<file path="src/rtl/cnt16_pkg.sv">
package cnt16_pkg;

  typedef enum logic [1:0] {
    SRC_NONE  = 2'b00,
    SRC_BUS   = 2'b01,
    SRC_FIXED = 2'b10,
    SRC_EXT   = 2'b11
  } src_sel_e;

  localparam int DEF_CNT_W  = 16;
  localparam int DEF_PSC_W  = 3;
  localparam int DEF_SYNC_N = 2;

endpackage

</file>
<file path="src/rtl/cnt16_src_sel.sv">
module cnt16_src_sel
  import cnt16_pkg::*;
#(
  parameter int SYNC_N = DEF_SYNC_N
) (
  input  logic       clk,
  input  logic       rst_n,
  input  logic [1:0] src_sel,
  input  logic       fixed_tick,
  input  logic       ext_clk,
  output logic       src_tick,
  output logic       src_off
);

  logic [SYNC_N-1:0] sync_q;
  logic              prev_q;
  logic              ext_level;
  logic              ext_rise;
  src_sel_e          sel;

  generate
    if (SYNC_N == 1) begin : g_sync_one
      always_ff @(posedge clk) begin
        if (!rst_n) sync_q <= '0;
        else        sync_q <= ext_clk;
      end
    end else begin : g_sync_chain
      always_ff @(posedge clk) begin
        if (!rst_n) sync_q <= '0;
        else        sync_q <= {sync_q[SYNC_N-2:0], ext_clk};
      end
    end
  endgenerate

  assign ext_level = sync_q[SYNC_N-1];

  always_ff @(posedge clk) begin
    if (!rst_n) prev_q <= 1'b0;
    else        prev_q <= ext_level;
  end

  assign ext_rise = ext_level & ~prev_q;

  assign sel = src_sel_e'(src_sel);

  always_comb begin
    case (sel)
      SRC_BUS:   src_tick = 1'b1;
      SRC_FIXED: src_tick = fixed_tick;
      SRC_EXT:   src_tick = ext_rise;
      default:   src_tick = 1'b0;
    endcase
  end

  assign src_off = (sel == SRC_NONE);

  // A detected edge is never followed by a second one on the next cycle
  assert_ext_single_tick_R5: assert property (
    @(posedge clk) disable iff (!rst_n) ext_rise |=> !ext_rise
  ) else $error("external edge produced back-to-back ticks");

endmodule

</file>
<file path="src/rtl/cnt16_prescaler.sv">
module cnt16_prescaler
  import cnt16_pkg::*;
#(
  parameter int PSC_W = DEF_PSC_W
) (
  input  logic             clk,
  input  logic             rst_n,
  input  logic             src_tick,
  input  logic             clr,
  input  logic [PSC_W-1:0] psc_code,
  output logic             pre_tick
);

  localparam int PRE_W = (1 << PSC_W) - 1;
  localparam logic [PRE_W:0] ONE_WIDE = 1;

  function automatic logic [PRE_W-1:0] div_mask(input logic [PSC_W-1:0] code);
    logic [PRE_W:0] span;
    span = (ONE_WIDE << code) - ONE_WIDE;
    return span[PRE_W-1:0];
  endfunction

  function automatic logic at_terminal(input logic [PRE_W-1:0] cnt,
                                       input logic [PSC_W-1:0] code);
    return (cnt & div_mask(code)) == div_mask(code);
  endfunction

  logic [PRE_W-1:0] pre_q;

  assign pre_tick = src_tick & at_terminal(pre_q, psc_code);

  always_ff @(posedge clk) begin
    if (!rst_n)        pre_q <= '0;
    else if (clr)      pre_q <= '0;
    else if (src_tick) pre_q <= pre_q + 1'b1;
  end

  assert_pre_cleared_R6: assert property (
    @(posedge clk) disable iff (!rst_n) clr |=> (pre_q == '0)
  ) else $error("prescaler not cleared");

  assert_pre_holds_R6: assert property (
    @(posedge clk) disable iff (!rst_n) (!clr && !src_tick) |=> $stable(pre_q)
  ) else $error("prescaler moved without a source tick");

endmodule

</file>
<file path="src/rtl/cnt16_core.sv">
module cnt16_core
  import cnt16_pkg::*;
#(
  parameter int W = DEF_CNT_W
) (
  input  logic         clk,
  input  logic         rst_n,
  input  logic         inc,
  input  logic         clr,
  output logic [W-1:0] count
);

  localparam logic [W-1:0] STEP = 1;

  function automatic logic [W-1:0] advance(input logic [W-1:0] v);
    return v + STEP;
  endfunction

  logic [W-1:0] cnt_q;

  always_ff @(posedge clk) begin
    if (!rst_n)   cnt_q <= '0;
    else if (clr) cnt_q <= '0;
    else if (inc) cnt_q <= advance(cnt_q);
  end

  assign count = cnt_q;

  assert_clear_wins_R10: assert property (
    @(posedge clk) disable iff (!rst_n) clr |=> (cnt_q == '0)
  ) else $error("count not cleared by write");

  assert_step_wraps_R7: assert property (
    @(posedge clk) disable iff (!rst_n)
      (inc && !clr && (cnt_q == '1)) |=> (cnt_q == '0)
  ) else $error("count did not wrap to zero");

  assert_hold_when_idle_R2: assert property (
    @(posedge clk) disable iff (!rst_n) (!inc && !clr) |=> $stable(cnt_q)
  ) else $error("count moved without a tick");

endmodule

</file>
<file path="src/rtl/cnt16_rd_latch.sv">
module cnt16_rd_latch
  import cnt16_pkg::*;
#(
  parameter int W = DEF_CNT_W
) (
  input  logic           clk,
  input  logic           rst_n,
  input  logic [W-1:0]   live,
  input  logic           rd_hi,
  input  logic           rd_lo,
  input  logic           discard,
  output logic [W/2-1:0] rd_data
);

  localparam int H = W / 2;

  logic         pend_q;
  logic         first_hi_q;
  logic [W-1:0] snap_q;
  logic [W-1:0] view;
  logic         rd_one;
  logic         open_rd;
  logic         close_rd;

  assign rd_one   = rd_hi ^ rd_lo;
  assign open_rd  = rd_one & ~pend_q;
  assign close_rd = rd_one & pend_q & (rd_hi != first_hi_q);
  assign view     = pend_q ? snap_q : live;

  always_comb begin
    if (!rd_one)    rd_data = '0;
    else if (rd_hi) rd_data = view[W-1:H];
    else            rd_data = view[H-1:0];
  end

  always_ff @(posedge clk) begin
    if (!rst_n) begin
      pend_q     <= 1'b0;
      first_hi_q <= 1'b0;
      snap_q     <= '0;
    end else if (discard) begin
      pend_q <= 1'b0;
    end else if (open_rd) begin
      pend_q     <= 1'b1;
      first_hi_q <= rd_hi;
      snap_q     <= live;
    end else if (close_rd) begin
      pend_q <= 1'b0;
    end
  end

  assert_discard_drops_R9: assert property (
    @(posedge clk) disable iff (!rst_n) discard |=> !pend_q
  ) else $error("snapshot survived a write");

  assert_open_captures_R8: assert property (
    @(posedge clk) disable iff (!rst_n)
      (open_rd && !discard) |=> (pend_q && (snap_q == $past(live)))
  ) else $error("first read did not capture the count");

  assert_snapshot_held_R8: assert property (
    @(posedge clk) disable iff (!rst_n)
      (pend_q && !discard && !close_rd) |=> (pend_q && $stable(snap_q))
  ) else $error("pending snapshot changed");

endmodule

</file>
<file path="src/rtl/cnt16_timer.sv">
module cnt16_timer
  import cnt16_pkg::*;
#(
  parameter int CNT_W  = DEF_CNT_W,
  parameter int PSC_W  = DEF_PSC_W,
  parameter int SYNC_N = DEF_SYNC_N
) (
  input  logic               clk,
  input  logic               rst_n,
  input  logic [1:0]         src_sel,
  input  logic [PSC_W-1:0]   psc_code,
  input  logic               fixed_tick,
  input  logic               ext_clk,
  input  logic               rd_hi,
  input  logic               rd_lo,
  input  logic               wr_hi,
  input  logic               wr_lo,
  input  logic               ctrl_wr,
  output logic [CNT_W/2-1:0] rd_data
);

  logic             src_tick;
  logic             src_off;
  logic             cnt_tick;
  logic             cnt_clr;
  logic             pre_clr;
  logic             snap_drop;
  logic [CNT_W-1:0] count;

  assign cnt_clr   = wr_hi | wr_lo;
  assign pre_clr   = cnt_clr | src_off;
  assign snap_drop = cnt_clr | ctrl_wr;

  cnt16_src_sel #(.SYNC_N(SYNC_N)) u_src (
    .clk       (clk),
    .rst_n     (rst_n),
    .src_sel   (src_sel),
    .fixed_tick(fixed_tick),
    .ext_clk   (ext_clk),
    .src_tick  (src_tick),
    .src_off   (src_off)
  );

  cnt16_prescaler #(.PSC_W(PSC_W)) u_pre (
    .clk     (clk),
    .rst_n   (rst_n),
    .src_tick(src_tick),
    .clr     (pre_clr),
    .psc_code(psc_code),
    .pre_tick(cnt_tick)
  );

  cnt16_core #(.W(CNT_W)) u_core (
    .clk  (clk),
    .rst_n(rst_n),
    .inc  (cnt_tick),
    .clr  (cnt_clr),
    .count(count)
  );

  cnt16_rd_latch #(.W(CNT_W)) u_latch (
    .clk    (clk),
    .rst_n  (rst_n),
    .live   (count),
    .rd_hi  (rd_hi),
    .rd_lo  (rd_lo),
    .discard(snap_drop),
    .rd_data(rd_data)
  );

  assert_off_no_tick_R2: assert property (
    @(posedge clk) disable iff (!rst_n) src_off |-> !cnt_tick
  ) else $error("count tick with source off");

  assert_tick_needs_source_R6: assert property (
    @(posedge clk) disable iff (!rst_n) cnt_tick |-> src_tick
  ) else $error("prescaler ticked without a source tick");

endmodule

</file>
<file path="config.mk">
export PLATFORM = sky130hd
export DESIGN_NAME = cnt16_timer
export DESIGN_NICKNAME = d
export VERILOG_FILES = /design/src/rtl/cnt16_pkg.sv /design/src/rtl/cnt16_src_sel.sv /design/src/rtl/cnt16_prescaler.sv /design/src/rtl/cnt16_core.sv /design/src/rtl/cnt16_rd_latch.sv /design/src/rtl/cnt16_timer.sv
export SDC_FILE = /design/constraint.sdc
export NUM_CORES = 1
export LEC_CHECK = 0
export ABC_AREA = 1
export CELL_PAD_IN_SITES_DETAIL_PLACEMENT = 0
export CELL_PAD_IN_SITES_GLOBAL_PLACEMENT = 1
export CORE_ASPECT_RATIO = 1.25
export CORE_MARGIN = 10
export CORE_UTILIZATION = 43
export DETAILED_ROUTE_END_ITERATION = 10
export PLACE_DENSITY = 0.85
export SKIP_LAST_GASP = 1
export SYNTH_ARGS = -nofsm -noshare
export SYNTH_HDL_FRONTEND = slang
export SYNTH_HIERARCHICAL = 1
export SYNTH_SLANG_ARGS = --single-unit
</file>
<file path="constraint.sdc">
create_clock -name clk -period 4.4 [get_ports clk]
set_input_delay 0.44 -clock clk [delete_from_list [all_inputs] [get_ports clk]]
set_output_delay 0.44 -clock clk [all_outputs]
set_load 0.02 [all_outputs]
</file>
==> impl_metrics.py <==
metrics = {
    "run_status": {
        "status": "complete, no violations",
    },
    "synth": {
        "ys.flop_type": "dfxtp_1",
        "yosysMostFrequentCell": "nand2_1",
        "synth_warnings": 6,
        "yosysUniqueCellTypes": 26,
        "synth-seq-area-share_pct": 36.6,
        "syn_nets": 390,
        "netlist.area_leader.share_pct": 36.6,
        "async_flop_share_pct": 0,
        "ys_seq_elements": 44,
        "syn_inst": 374,
        "synth-edff-count": 0,
        "synth_top_cells_by_count": "nand2_1 (105), nor2_1 (58), inv_1 (45), dfxtp_1 (44), a21oi_1 (26)",
        "syn_area_mm2": 0.00241,
        "yosys.area.top_type": "dfxtp_1",
        "avgSynthCellArea_um2": 6.44,
        "ys_top_cells_by_area": "dfxtp_1 (37%), nand2_1 (16%), nor2_1 (9.0%), inv_1 (7.0%), a21oi_1 (5.4%)",
    },
    "flow_run": {
        "cap_viol_max_count": 0,
    },
    "finish": {
        "multi_input_area_mm2": 0.00123,
        "synthToLayoutAreaGrowth_pct": 14.4,
        "fillerInstances": 581,
        "drive_above_1_share_pct": 9.97,
        "design_area_mm2": 0.00275,
        "fin_nets": 407,
        "regArea_um2": 881,
        "n_antenna_cell": 0,
    },
    "timing": {
        "relSlewSlack_pct": 29.6,
        "setup_violations": 0,
        "fmax_ghz": 0.345,
        "fin_crit_ns": 2.90,
        "clock_skew_ns": 0.0117,
        "worst_slew_pin_slew_ns": 1.05,
        "setup_tns_ns": 0,
        "period_share_pct": 65.9,
        "rsz0062_at_grt": "no",
        "drv_slew": 0,
        "final-hold-violation-count": 0,
    },
    "routing": {
        "via_count": 2261,
        "drtAntennaViolNets": 0,
        "dr.pass1.iters": 4,
        "viasPerCell": 4.97,
        "drtIter0Drc": 136,
        "wl_per_cell_um": 11.5,
        "routed_wl_um": 5230,
        "drc": 0,
    },
    "worst_setup_path": {
        "cp-end-kind": "output port",
        "crit_chain": "clkdlybuf4s50_1 -> inv_2 -> nand2_4 -> nand2_1 -> a21oi_1 -> clkdlybuf4s50_1",
        "cp.arrival_ns": 2.46,
        "crit_top_cell": "clkdlybuf4s50_1",
        "required_ns": 3.96,
        "crit_type": "primary input to output port",
        "cpMaxStageDelayCell": "clkdlybuf4s50_1",
        "slowest_delay_ns": 0.79,
        "critPathBufInv": 3,
        "crit_fanout": 13,
        "crit_family": "buffers and inverters",
        "critPathLaunchType": "primary input",
        "rrSetupSlack_ns": 2.17,
    },
    "hold_path": {
        "worst_hold_path_type": "flip-flop to flip-flop",
    },
    "floorplan": {
        "fp-row-count": 30,
        "core_area_mm2": 0.00544,
        "start_util_pct": 44.2,
        "die_h_um": 104,
        "die_w_um": 86.9,
        "die_area_mm2": 0.00901,
        "io_pins": 22,
    },
    "clocking": {
        "cts_buffer_depth": 2,
        "tritoncts": "built",
        "cts.repair.resized": 0,
        "htree_levels": 2,
        "cts_num_sinks": 44,
        "hold_buffers": 0,
        "clk_root_buffer_cell": "clkbuf_8",
        "cts_buffers": 5,
        "cts_setup_buffers": 0,
        "clkSlewWorstSetupHoldPaths_ns": 0.09,
        "insertion_delay_ns": 0.30,
    },
    "placed_design": {
        "port_buffers": 21,
        "dpl.hpwl_um": 3880,
        "gp_congestion": 0.812,
        "placed_area_mm2": 0.00263,
    },
    "pwr": {
        "cellPowerDensity_mw_per_mm2": 303,
        "irDropWorstVdd_mv": 0.157,
        "leakage_uw": 0.00118,
        "power.total_uw": 834,
    },
    "global_route": {
        "track_usage_pct": 11.7,
        "grt_pass1_vias": 2008,
        "overflow": 0,
        "grt_start_max_net_pins": 35,
        "antenna_found_initial": 0,
        "grt_pass1_wl_um": 8940,
    },
}
state kept, by name (all words and copies together) (netlist names):
register,flops
u_latch/snap_q,16
u_pre/pre_q,7
u_latch/pend_q,1
u_src/sync_q,2
u_latch/first_hi_q,1
u_core/count,16
u_src/prev_q,1
worst min-delay path, cell delays in order (launching register included):
cell,delay (ns)
dfxtp_1,0.30
nand2_1,0.05
inv_1,0.03
where the power goes:
| group | switching [µW] | total, µW | leakage, µW | internal, µW |
|---|---|---|---|---|
| combinational | 39.1 | 66.5 | 0.000760 | 27.5 |
| clock | 134 | 357 | 0.0000642 | 223 |
| sequential | 4.45 | 410 | 0.000356 | 406 |
| total | 177 | 834 | 0.00118 | 657 |
cells by family after synthesis:
| kind of cell | Yosys count | synth area share [%] |
|---|---|---|
| XOR/XNOR | 2 | 0.728 |
| flip-flops | 44 | 36.6 |
| adder cells (fa/ha/maj) | 2 | 1.04 |
| AND/OR/NAND/NOR | 200 | 35.6 |
| buffers and inverters | 70 | 12.4 |
| AO/OA/AOI/OAI | 56 | 13.7 |
final timing paths:
check	from	to	cells past startpoint
hold reg to reg	u_src/sync_q[0]	u_src/sync_q[1]	2
setup / recovery	rd_hi	rd_data[1]	6
hold / removal	u_src/sync_q[0]	u_src/sync_q[1]	2
setup reg to reg	u_src/sync_q[1]	u_core/count[12]	17
layout by cell type (no fill, tap or decap), types with 3 or more instances in the layout:
master / count
inv_1: 45
nor2_2: 8
nand2_2: 4
nor2_1: 58
a21oi_1: 26
clkdlybuf4s50_1: 21
nand2_1: 105
inv_2: 13
dfxtp_1: 44
nor2_4: 3
clkbuf_8: 5
o211ai_1: 14
nand4_1: 3
o21ai_0: 11
nand3_1: 16
metal layers:
metal / GRT usage (%) / part of all wire, % / up-vias
li1: - / - / 1193
met5: 0 / 0 / -
met3: 2.82 / 4.1 / 6
met1: 13.9 / 44 / 1035
met4: 3.48 / 1.3 / 0
met2: 20.0 / 50 / 27
through the flow:
step | hold WS (ns) | util, % | cells | setup slack [ns]
floorplan | 0.386 | - | 374 | 2.57
global placement | 0.401 | 48.2 | 448 | 1.48
global route | 0.433 | 50.6 | 455 | 1.33
CTS | 0.404 | 50.6 | 455 | 1.48
detailed placement | 0.408 | 48.2 | 448 | 1.49
finish | 0.399 | 50.6 | 455 | 1.50
final cells by class:
| cell class | instances | share of cell area, % |
|---|---|---|
| flip-flops and latches | 44 | 32.0 |
| multi-input cells | 260 | 44.6 |
| clock inverters | 2 | 2.18 |
| inverters | 58 | 7.91 |
| well taps | 64 | 2.91 |
| repair buffers | 22 | 7.91 |
| clock buffers | 5 | 2.50 |
Note: power is estimated with default switching activity, not from simulation.
